## config.mk

```make
export PLATFORM = sky130hd
export DESIGN_NAME = dmach_engine
export DESIGN_NICKNAME = d
export VERILOG_FILES = /design/src/rtl/dmach_pkg.sv /design/src/rtl/dmach_size_dec.sv /design/src/rtl/dmach_lane.sv /design/src/rtl/dmach_engine.sv
export SDC_FILE = /design/constraint.sdc
export NUM_CORES = 1
export LEC_CHECK = 0
export BUFFER_PORTS_ARGS = -buffer_cell sky130_fd_sc_hd__buf_4
export CAP_MARGIN = 40
export CORE_AREA = 3 3 159 161
export CTS_BUF_LIST = sky130_fd_sc_hd__clkbuf_8
export DETAILED_ROUTE_END_ITERATION = 7
export DIE_AREA = 0 0 162 164
export PLACE_DENSITY_LB_ADDON = 0.12
export SLEW_MARGIN = 20
export SYNTH_ARGS = -nofsm -noshare
export SYNTH_HDL_FRONTEND = slang
export SYNTH_SLANG_ARGS = --single-unit
```

## constraint.sdc

```tcl
create_clock -name clk -period 3.5 [get_ports clk]
set_input_delay 0.175 -clock clk [delete_from_list [all_inputs] [get_ports clk]]
set_output_delay 0.175 -clock clk [all_outputs]
set_load 0.05 [all_outputs]
```

## src/rtl/dmach_pkg.sv

```systemverilog
package dmach_pkg;
    typedef enum logic [2:0] {
        S_IDLE, S_FETCH, S_CHECK, S_READ, S_WRITE, S_ENDD
    } st_e;

    localparam int CMD_LINK = 0;
    localparam int CMD_TIE  = 1;
    localparam int CMD_DINC = 22;
    localparam int CMD_SINC = 23;
    localparam int SIZE_LO  = 8;
endpackage

```

## src/rtl/dmach_size_dec.sv

```systemverilog
module dmach_size_dec (
    input  logic [2:0] code,
    output logic [7:0] bytes,
    output logic [4:0] beats_m1,
    output logic [6:0] amask
);
    always_comb begin
        case (code)
            3'd0:    bytes = 8'd4;
            3'd1:    bytes = 8'd1;
            3'd2:    bytes = 8'd2;
            3'd3:    bytes = 8'd16;
            3'd4:    bytes = 8'd32;
            3'd5:    bytes = 8'd64;
            default: bytes = 8'd128;
        endcase
        beats_m1 = (bytes >= 8'd4) ? 5'(bytes[7:2] - 6'd1) : 5'd0;
        amask    = 7'(bytes - 8'd1);
    end
endmodule

```

## src/rtl/dmach_lane.sv

```systemverilog
module dmach_lane #(
    parameter int LANES = 4
) (
    input  logic [8*LANES-1:0] rd_word,
    input  logic [1:0]         ssh,
    input  logic [1:0]         dsh,
    input  logic [1:0]         nb,      // 0: full word, 1: one byte, 2: two bytes
    output logic [8*LANES-1:0] wr_word,
    output logic [LANES-1:0]   wr_be
);
    for (genvar j = 0; j < LANES; j++) begin : g_lane
        logic [1:0] sel;
        always_comb begin
            sel = 2'(j) - dsh + ssh;
            wr_word[8*j +: 8] = rd_word[8*sel +: 8];
        end
    end

    always_comb begin
        case (nb)
            2'd1:    wr_be = LANES'(4'b0001 << dsh);
            2'd2:    wr_be = LANES'(4'b0011 << dsh);
            default: wr_be = '1;
        endcase
    end
endmodule

```

## src/rtl/dmach_engine.sv

```systemverilog
module dmach_engine
    import dmach_pkg::*;
#(
    parameter int AW = 32
) (
    input  logic          clk,
    input  logic          rst_n,
    input  logic          desc_base_we,
    input  logic [AW-1:0] desc_base_wdata,
    input  logic          doorbell,
    input  logic          ctl_we,
    input  logic [4:0]    ctl_wdata,
    output logic [4:0]    ctl_status,
    output logic [23:0]   remain_cnt,
    output logic          irq,
    output logic          mem_rd_en,
    output logic [AW-1:0] mem_rd_addr,
    input  logic [31:0]   mem_rd_data,
    output logic          mem_wr_en,
    output logic [AW-1:0] mem_wr_addr,
    output logic [31:0]   mem_wr_data,
    output logic [3:0]    mem_wr_be
);
    localparam int CW = 24;

    typedef struct packed {
        st_e           st;
        logic [AW-1:0] base;
        logic [AW-1:0] fptr;
        logic [AW-1:0] src;
        logic [AW-1:0] dst;
        logic [CW-1:0] remain;
        logic [7:0]    link;
        logic [2:0]    size;
        logic          sinc;
        logic          dinc;
        logic          lnk;
        logic          tie_c;
        logic [2:0]    idx;
        logic [4:0]    beat;
        logic          en;
        logic          db;
        logic          hlt;
        logic          tt;
        logic          ar;
        logic          tie;
    } regs_t;

    regs_t r_q, r_d;

    logic [7:0] blk_bytes;
    logic [4:0] beats_m1;
    logic [6:0] amask;
    logic       narrow;
    logic [1:0] nb;
    logic [31:0] lane_word;
    logic [3:0]  lane_be;

    dmach_size_dec u_size (
        .code     (r_q.size),
        .bytes    (blk_bytes),
        .beats_m1 (beats_m1),
        .amask    (amask)
    );

    assign narrow = (blk_bytes < 8'd4);
    assign nb     = narrow ? blk_bytes[1:0] : 2'd0;

    dmach_lane #(.LANES(4)) u_lane (
        .rd_word (mem_rd_data),
        .ssh     (narrow ? r_q.src[1:0] : 2'd0),
        .dsh     (narrow ? r_q.dst[1:0] : 2'd0),
        .nb      (nb),
        .wr_word (lane_word),
        .wr_be   (lane_be)
    );

    always_comb begin
        r_d         = r_q;
        mem_rd_en   = 1'b0;
        mem_rd_addr = '0;
        mem_wr_en   = 1'b0;
        mem_wr_addr = '0;
        mem_wr_data = '0;
        mem_wr_be   = '0;

        if (desc_base_we) r_d.base = desc_base_wdata;
        if (doorbell)     r_d.db   = 1'b1;

        case (r_q.st)
            S_IDLE: begin
                if (r_q.en && r_q.db) begin
                    r_d.st   = S_FETCH;
                    r_d.idx  = '0;
                    r_d.fptr = r_q.base;
                    r_d.db   = doorbell;
                end
            end
            S_FETCH: begin
                if (r_q.idx < 3'd4) begin
                    mem_rd_en   = 1'b1;
                    mem_rd_addr = r_q.fptr + {{(AW-5){1'b0}}, r_q.idx, 2'b00};
                end
                case (r_q.idx)
                    3'd1: begin
                        r_d.lnk   = mem_rd_data[CMD_LINK];
                        r_d.tie_c = mem_rd_data[CMD_TIE];
                        r_d.dinc  = mem_rd_data[CMD_DINC];
                        r_d.sinc  = mem_rd_data[CMD_SINC];
                        r_d.size  = mem_rd_data[SIZE_LO +: 3];
                    end
                    3'd2: r_d.src = AW'(mem_rd_data);
                    3'd3: r_d.dst = AW'(mem_rd_data);
                    3'd4: {r_d.link, r_d.remain} = mem_rd_data;
                    default: ;
                endcase
                r_d.idx = r_q.idx + 3'd1;
                if (r_q.idx == 3'd4) r_d.st = S_CHECK;
            end
            S_CHECK: begin
                r_d.beat = '0;
                if (((r_q.src | r_q.dst) & {{(AW-7){1'b0}}, amask}) != '0) begin
                    r_d.ar  = 1'b1;
                    r_d.hlt = 1'b1;
                    r_d.en  = 1'b0;
                    r_d.st  = S_IDLE;
                end else if (r_q.remain == '0) begin
                    r_d.st = S_ENDD;
                end else begin
                    r_d.st = S_READ;
                end
            end
            S_READ: begin
                mem_rd_en   = 1'b1;
                mem_rd_addr = {r_q.src[AW-1:2], 2'b00} + {{(AW-7){1'b0}}, r_q.beat, 2'b00};
                r_d.st      = S_WRITE;
            end
            S_WRITE: begin
                mem_wr_en   = 1'b1;
                mem_wr_addr = {r_q.dst[AW-1:2], 2'b00} + {{(AW-7){1'b0}}, r_q.beat, 2'b00};
                mem_wr_data = lane_word;
                mem_wr_be   = lane_be;
                if (r_q.beat == beats_m1) begin
                    r_d.beat   = '0;
                    r_d.remain = r_q.remain - 1'b1;
                    if (r_q.sinc) r_d.src = r_q.src + {{(AW-8){1'b0}}, blk_bytes};
                    if (r_q.dinc) r_d.dst = r_q.dst + {{(AW-8){1'b0}}, blk_bytes};
                    r_d.st = (r_q.remain == CW'(1)) ? S_ENDD : S_READ;
                end else begin
                    r_d.beat = r_q.beat + 5'd1;
                    r_d.st   = S_READ;
                end
            end
            S_ENDD: begin
                if (r_q.lnk) begin
                    r_d.fptr = r_q.base + {{(AW-12){1'b0}}, r_q.link, 4'b0000};
                    r_d.idx  = '0;
                    r_d.st   = S_FETCH;
                end else begin
                    r_d.tt  = 1'b1;
                    r_d.tie = r_q.tie_c;
                    r_d.en  = 1'b0;
                    r_d.st  = S_IDLE;
                end
            end
            default: r_d.st = S_IDLE;
        endcase

        if (ctl_we) begin
            r_d.en  = ctl_wdata[0];
            r_d.db  = ctl_wdata[1] & (r_q.db | doorbell);
            r_d.hlt = ctl_wdata[2];
            r_d.tt  = ctl_wdata[3];
            r_d.ar  = ctl_wdata[4];
            if (!ctl_wdata[0]) r_d.st = S_IDLE;
        end
    end

    always_ff @(posedge clk or negedge rst_n) begin
        if (!rst_n) begin
            r_q    <= '0;
            r_q.st <= S_IDLE;
        end else begin
            r_q <= r_d;
        end
    end

    assign ctl_status = {r_q.ar, r_q.tt, r_q.hlt, r_q.db, r_q.en};
    assign remain_cnt = r_q.remain;
    assign irq        = r_q.tt & r_q.tie;
endmodule

```

After elaboration in Yosys (flattened, before gate mapping)
Cells that the tools add are included.
{"block": "word_totals", "reg_bits": 184, "in_bits": 74, "word_cells": 157}
{"block": "op_classes", "n_mux": 50, "n_reduce_logical": 24, "n_eq_ne": 29, "n_addsub": 19, "order_cmp": 3, "n_bitwise": 6, "shifts": 6}
{"op": "2-to-1 mux 32 bit", "count": 10}
{"op": "case mux 88 bit (2 select lines)", "count": 1}
{"op": "case mux 32 bit (2 select lines)", "count": 2}
{"op": "indexed part select 32 x 6 -> 8 bit", "count": 4}
{"op": "2-to-1 mux 88 bit", "count": 1}
{"op": "adder 32 x 7 -> 32 bit", "count": 2}
{"op": "adder 32 x 8 -> 32 bit", "count": 2}
{"op": "case mux 8 bit (6 select lines)", "count": 1}
{"op": "adder 32 x 12 -> 32 bit", "count": 1}
{"op": "adder 32 x 5 -> 32 bit", "count": 1}
{"op": "bitwise AND 32 x 7 -> 32 bit", "count": 1}
{"op": "OR 32 bit", "count": 1}
{"op": "nonzero test 32 bit", "count": 1}
{"op": "2-to-1 mux 3 bit", "count": 10}
{"op": "equality test 24 x 1 -> 1 bit, second input constant", "count": 1}
{"op": "logical NOT 24 bit", "count": 1}
{"op": "subtractor 24 x 1 -> 24 bit, second input constant", "count": 1}
{"op": "equality test 3 x 2 -> 1 bit, second input constant", "count": 6}
{"op": "case mux 3 bit (6 select lines)", "count": 1}
{"op": "equality test 3 bit, second input constant", "count": 5}
{"op": "2-to-1 mux 5 bit", "count": 3}
{"op": "inequality test 2 bit, second input constant", "count": 7}
{"op": "2-to-1 mux 1 bit", "count": 12}
{"op": "AND reduction 3 bit", "count": 4}
{"op": "other kinds (33)", "count": 58}

Logic depth before layout (Yosys ltp)
{"block": "logic_depth", "word_depth": 9, "ltp_mapped": 15, "depth_no_buf": 13}

By module
Synthesis repeated with hierarchy kept, for this count alone.
{"block": "hier_totals", "cells_unflattened": 1751, "hier_area_um2": 14991.9}
{"mod": "dmach_engine", "area_each_um2": 13749.4, "cells_per_inst": 1653, "instances": 1}
{"mod": "dmach_lane", "area_each_um2": 963.4, "cells_per_inst": 57, "instances": 1}
{"mod": "dmach_size_dec", "area_each_um2": 279.0, "cells_per_inst": 41, "instances": 1}

Worst setup path before layout
No wires, ideal clock.
{"block": "synth_path", "path_kind": "reg2out", "from": "register r_q[7] (netlist name)", "to": "output port mem_rd_addr[31]", "required_ns": 3.325, "path_buffers": 0, "t_arrival_ns": 3.025, "path_slack_ns": 0.300, "stages_incl_launch_ff": 9, "path_cell_list": "dfrtp_1 > ha_1 > a21o_1 > a21oi_1 > nand2b_1 > a2111oi_0 > nand3_1 > xor2_1 > o22ai_1"}
{"block": "synth_between", "elab_chain_len": 2}
{"element": "start: declaration", "line": "dmach_engine.sv:49", "rtl": "regs_t r_q, r_d;"}
{"element": "start signal: assignment", "line": "dmach_engine.sv:184", "rtl": "r_q <= r_d;"}
{"element": "adder 32 x 7 -> 32 bit", "line": "dmach_engine.sv:135", "rtl": "mem_rd_addr = {r_q.src[AW-1:2], 2'b00} + {{(AW-7){1'b0}}, r_q.beat, 2'b00};"}
{"element": "case mux 32 bit (2 select lines)", "line": "dmach_engine.sv:90", "rtl": "case (r_q.st)"}
{"element": "end: declaration", "line": "dmach_engine.sv:17", "rtl": "output logic [AW-1:0] mem_rd_addr,"}
Every way passes these cells.

Worst setup path after layout
{"block": "layout_path", "from": "register r_q[19] (netlist name)", "to": "output port mem_wr_data[18]"}
{"block": "layout_between", "elab_chain_len": 8, "elab_cells_between_ends": 14}
{"element": "equality test 3 bit, or another cell as far along", "line": "dmach_size_dec.sv:8", "rtl": "case (code)"}
{"element": "case mux 8 bit (6 select lines) *", "line": "dmach_size_dec.sv:8"}
{"element": "< comparator 8 x 3 -> 1 bit *", "line": "dmach_engine.sv:66", "rtl": "assign narrow = (blk_bytes < 8'd4);"}
{"element": "2-to-1 mux 2 bit", "line": "dmach_engine.sv:72", "rtl": ".dsh (narrow ? r_q.dst[1:0] : 2'd0),"}
{"element": "subtractor 2 bit", "line": "dmach_lane.sv:14", "rtl": "sel = 2'(j) - dsh + ssh;"}
{"element": "adder 2 bit *", "line": "dmach_lane.sv:14"}
{"element": "indexed part select 32 x 6 -> 8 bit *", "line": "dmach_lane.sv:15", "rtl": "wr_word[8*j +: 8] = rd_word[8*sel +: 8];"}
{"element": "2-to-1 mux 32 bit *", "line": "dmach_engine.sv:90"}
{"element": "end: declaration", "line": "dmach_engine.sv:21", "rtl": "output logic [31:0] mem_wr_data,"}
Mark *: on every way between the ends. The rest lies on a longest branch, timed or not.

==> impl_metrics.xml <==
<?xml version="1.0" encoding="UTF-8"?>
<metrics>
  <group name="die">
    <metric name="fp.coreArea" unit="sq um">24100</metric>
    <metric name="num_rows" unit="">57</metric>
    <metric name="die-area" unit="sq um">26600</metric>
    <metric name="die-width" unit="microns">162</metric>
    <metric name="ioPinCount" unit="">206</metric>
    <metric name="start_util" unit="%">59.2</metric>
    <metric name="die_h" unit="microns">164</metric>
  </group>
  <group name="sta">
    <metric name="fmax" unit="MHz">303</metric>
    <metric name="min_period_over_period" unit="%">94.4</metric>
    <metric name="fin_hold_ws" unit="ns">0.0242</metric>
    <metric name="setup_viol_count_final" unit="">0</metric>
    <metric name="fin_skew" unit="ns">0.0231</metric>
    <metric name="report.final.hold_viol_count" unit="">0</metric>
    <metric name="final.min_clock_period" unit="ns">3.30</metric>
    <metric name="maxSlewHeadroom" unit="%">54.5</metric>
    <metric name="report.final.slew_viol_count" unit="">0</metric>
    <metric name="worst_slew_pin_slew" unit="ns">0.677</metric>
  </group>
  <group name="synthesis">
    <metric name="synth_seq_cells" unit="">184</metric>
    <metric name="synthCells" unit="">1684</metric>
    <metric name="post_synthesis_instance_area" unit="sq um">14300</metric>
    <metric name="yosys_warnings" unit="">0</metric>
    <metric name="ffs_w_async_s_r_synth" unit="%">100</metric>
    <metric name="postSynthAreaPerCell" unit="sq um">8.47</metric>
    <metric name="synth_enable_flop_cells" unit="">0</metric>
    <metric name="synth_flop_cell" unit="">dfrtp_1</metric>
    <metric name="synth.yosys.seq_area_share" unit="%">32.3</metric>
    <metric name="synthDistinctLibCells" unit="">84</metric>
  </group>
  <group name="worst_setup_path">
    <metric name="critPathCaptureType" unit="">primary output</metric>
    <metric name="critical_path_buf_inv_count" unit="">3</metric>
    <metric name="worstReg2RegStart" unit="">r_q[19]</metric>
    <metric name="crit_path_cell_trace" unit="">xor2_1 &gt; and2_4 &gt; nand2_1 &gt; inv_1 &gt; ha_1 &gt; xnor2_4 &gt; buf_6 &gt; mux4_2 &gt; and2_1 &gt; buf_4</metric>
    <metric name="r2r_setup_slack" unit="ns">0.30</metric>
    <metric name="logic_depth_of_the_worst_path_buffers_included" unit="">10</metric>
    <metric name="slowest_delay" unit="ns">0.50</metric>
    <metric name="r2r-end" unit="">r_q[86]</metric>
    <metric name="worstPathRequired" unit="ns">3.32</metric>
    <metric name="worstRegToRegCells" unit="">12</metric>
    <metric name="start_kind" unit="">register</metric>
    <metric name="critPathKind" unit="">register to primary output</metric>
    <metric name="cp_max_fo" unit="">8</metric>
    <metric name="top_family_by_delay_on_critical_path" unit="">XOR/XNOR gates</metric>
    <metric name="setup.worst_path.start" unit="">r_q[19]</metric>
    <metric name="crit_end" unit="">mem_wr_data[18]</metric>
    <metric name="arrival" unit="ns">3.13</metric>
    <metric name="cpMaxStageDelayCell" unit="">mux4_2</metric>
  </group>
  <group name="global_route">
    <metric name="grtUsageTotal" unit="%">35.1</metric>
    <metric name="maximum_number_of_pins_on_one_net_before_global_route_repair" unit="">99</metric>
    <metric name="grt_antenna_before_repair" unit="">1</metric>
    <metric name="vias_in_the_first_global_route" unit="">13300</metric>
    <metric name="grt_remaining_overflow" unit="">0</metric>
    <metric name="grt_first_pass_wirelength" unit="microns">73400</metric>
  </group>
  <group name="placed_design">
    <metric name="place.detailed.hpwl" unit="microns">33900</metric>
    <metric name="finalWeightedCongestion" unit="">0.953</metric>
    <metric name="place.port_buffers" unit="">203</metric>
  </group>
  <group name="clock_network">
    <metric name="clk_transition_reported_paths" unit="ns">0.11</metric>
    <metric name="cts_root_buf" unit="">clkbuf_8</metric>
    <metric name="clock_tree_from_tritoncts" unit="">yes</metric>
    <metric name="cts_made_buffers" unit="">17</metric>
    <metric name="clkLatencyLatePin" unit="ns">0.48</metric>
    <metric name="clockBufferDepth" unit="">2</metric>
    <metric name="clock_tree.htree_level_count" unit="">4</metric>
    <metric name="numClockSinks" unit="">184</metric>
  </group>
  <group name="final_layout">
    <metric name="area_delta_synth_final" unit="%">18.6</metric>
    <metric name="num-nets-final" unit="">2004</metric>
    <metric name="share_of_layout_cells_above_drive_strength_1" unit="%">21.1</metric>
    <metric name="antenna_cells" unit="">0</metric>
  </group>
  <group name="detailed_routing">
    <metric name="routed_wire_length" unit="microns">46800</metric>
    <metric name="routed_via_density" unit="">6.35</metric>
    <metric name="ant_nets" unit="">0</metric>
    <metric name="drc" unit="">0</metric>
    <metric name="route.detailed.wl_per_inst" unit="microns">21.1</metric>
    <metric name="drt-pass1-iter-count" unit="">5</metric>
    <metric name="drt_iter0_markers" unit="">1327</metric>
    <metric name="via_count" unit="">14100</metric>
  </group>
  <group name="worst_hold_path">
    <metric name="hold_start" unit="">mem_rd_data[27]</metric>
    <metric name="hold_path.class" unit="">input pin to register</metric>
  </group>
  <group name="power">
    <metric name="vdd_ir_drop_max" unit="V">0.000703</metric>
    <metric name="p_leak" unit="nW">7.14</metric>
    <metric name="total_power" unit="mW">14.3</metric>
    <metric name="power-per-cell-area" unit="nW/um^2">845</metric>
  </group>
  <group name="status">
    <metric name="run_status" unit="">finished, final reports clean</metric>
  </group>
  <group name="job">
    <metric name="maxCapViolations" unit="">0</metric>
  </group>
</metrics>
worst register-to-register path: stages, from the launching register on:
cell and delay, ns:
dfrtp_2 0.47, nor2_1 0.16, nand2_2 0.09, ha_1 0.22, ha_1 0.27, a2111oi_0 0.61, a21oi_1 0.19, nor3_4 0.23
buf_4 0.21, a21oi_2 0.09, buf_4 0.25, a211oi_1 0.24, a21oi_1 0.06
repair_timing:
item	in CTS	in global routing
hold endpoints to repair	134	0
hold buffers	40	0
setup buffers	0	8
setup endpoints to repair	8	32
resized for setup	1	8
pin swaps	1	2
cell usage in the layout (no fill, tap or decap), types with 32 or more instances in the layout:
| cell | instances |
|---|---|
| a21oi_1 | 164 |
| xnor2_1 | 53 |
| nand3_1 | 56 |
| xor2_1 | 58 |
| o21ai_0 | 45 |
| and2_1 | 48 |
| o21ai_1 | 47 |
| inv_1 | 42 |
| nand2_1 | 126 |
| a31oi_1 | 35 |
| o22ai_1 | 35 |
| mux2_2 | 42 |
| dfrtp_1 | 180 |
| dlygate4sd3_1 | 40 |
| nor2_1 | 202 |
| ha_1 | 47 |
| mux4_2 | 32 |
| buf_4 | 249 |
Yosys cell counts (all sizes together) (4+ instances only):
library cell	instances	area [sq um]
nand2b	6	37.5
xor2	58	508
nor3	31	166
o21ai	92	460
a21oi	166	838
nor4	14	87.6
nor3b	9	67.6
a41oi	4	35.0
a31oi	35	219
a22o	6	52.6
nand4	25	156
nor2b	20	125
o32a	6	60.1
a31o	5	43.8
xnor2	54	480
a2bb2oi	6	52.6
clkbuf	60	225
o21a	8	60.1
a211oi	9	67.6
o21bai	9	67.6
mux2	42	473
mux4	32	721
nand2	127	479
a22oi	9	67.6
nand3	57	290
fa	6	120
and3	25	156
o22a	30	263
dfrtp	184	4600
buf	67	400
and4	12	105
or3	15	93.8
inv	46	173
o31ai	5	47.5
a21o	14	106
or2	5	31.3
ha	48	601
nor2	205	772
o22ai	35	219
and2	50	313
worst min-delay path by stage:
stage                     depth (start not counted)       endpoint  slack, ns
after floorplan                                   0  ctl_status[0]      -0.12
after global placement                            1        r_q[78]       0.33
after detailed placement                          1        r_q[78]       0.32
after CTS                                         3        r_q[24]       0.01
after global routing                              3        r_q[28]       0.03
final                                             3        r_q[24]       0.02
where the power goes:
| group | switching (mW) | internal, mW | total (mW) | leakage, nW |
|---|---|---|---|---|
| clock | 0.951 | 0.537 | 1.49 | 0.192 |
| sequential | 1.31 | 2.97 | 4.28 | 2.12 |
| combinational | 4.85 | 3.68 | 8.53 | 4.83 |
cell families (layout without fill, tap and decap cells):
group,Yosys count,in the layout,share of synthesized area (%)
AOI/OAI and AO/OA,473,473,20.8
xor gates and xnor gates,112,112,6.93
adders and majority gates,56,56,5.19
buffers and inverters,173,377,5.59
DFF,184,184,32.3
muxes,74,74,8.36
other,1,2,0.0263
and+or+nand+nor,611,611,20.8
layer usage:
| metal | GRT usage (%) | wire, microns | part of all wire (%) | up-vias |
|---|---|---|---|---|
| met1 | 46.7 | 18800 | 40 | 6722 |
| li1 | - | - | - | 6464 |
| met2 | 56.0 | 21600 | 46 | 750 |
| met3 | 7.34 | 4260 | 9.1 | 127 |
| met4 | 14.7 | 2110 | 4.5 | 0 |
| met5 | 0 | 0 | 0 | - |
final cells by class:
type	count	area, sq um
multi-input cells	1328	8900
clock buffers	17	234
fillers	1953	7180
flip-flops and latches	184	4610
well taps	324	405
inverters	46	174
repair buffers	299	2440
clock inverters	15	155
sequential cells by signal, summed over array words and instances, names as in the netlist:
register	cells
r_q	155
ctl_status	5
remain_cnt	24
metrics by stage:
stage	setup WS, ns	TNS (ns)	cell area, sq um	cells	utilization [%]
4_1_cts	0.0174	0	16800	2203	69.7
2_1_floorplan	0.300	0	14300	1685	-
3_3_place_gp	0.225	0	16000	2128	66.3
5_1_grt	-0.0243	-0.0243	16900	2213	70.2
3_5_place_dp	0.341	0	16000	2131	66.4
6_report	0.197	0	16900	2213	70.2
No activity file was read; power rests on OpenSTA's default activity.
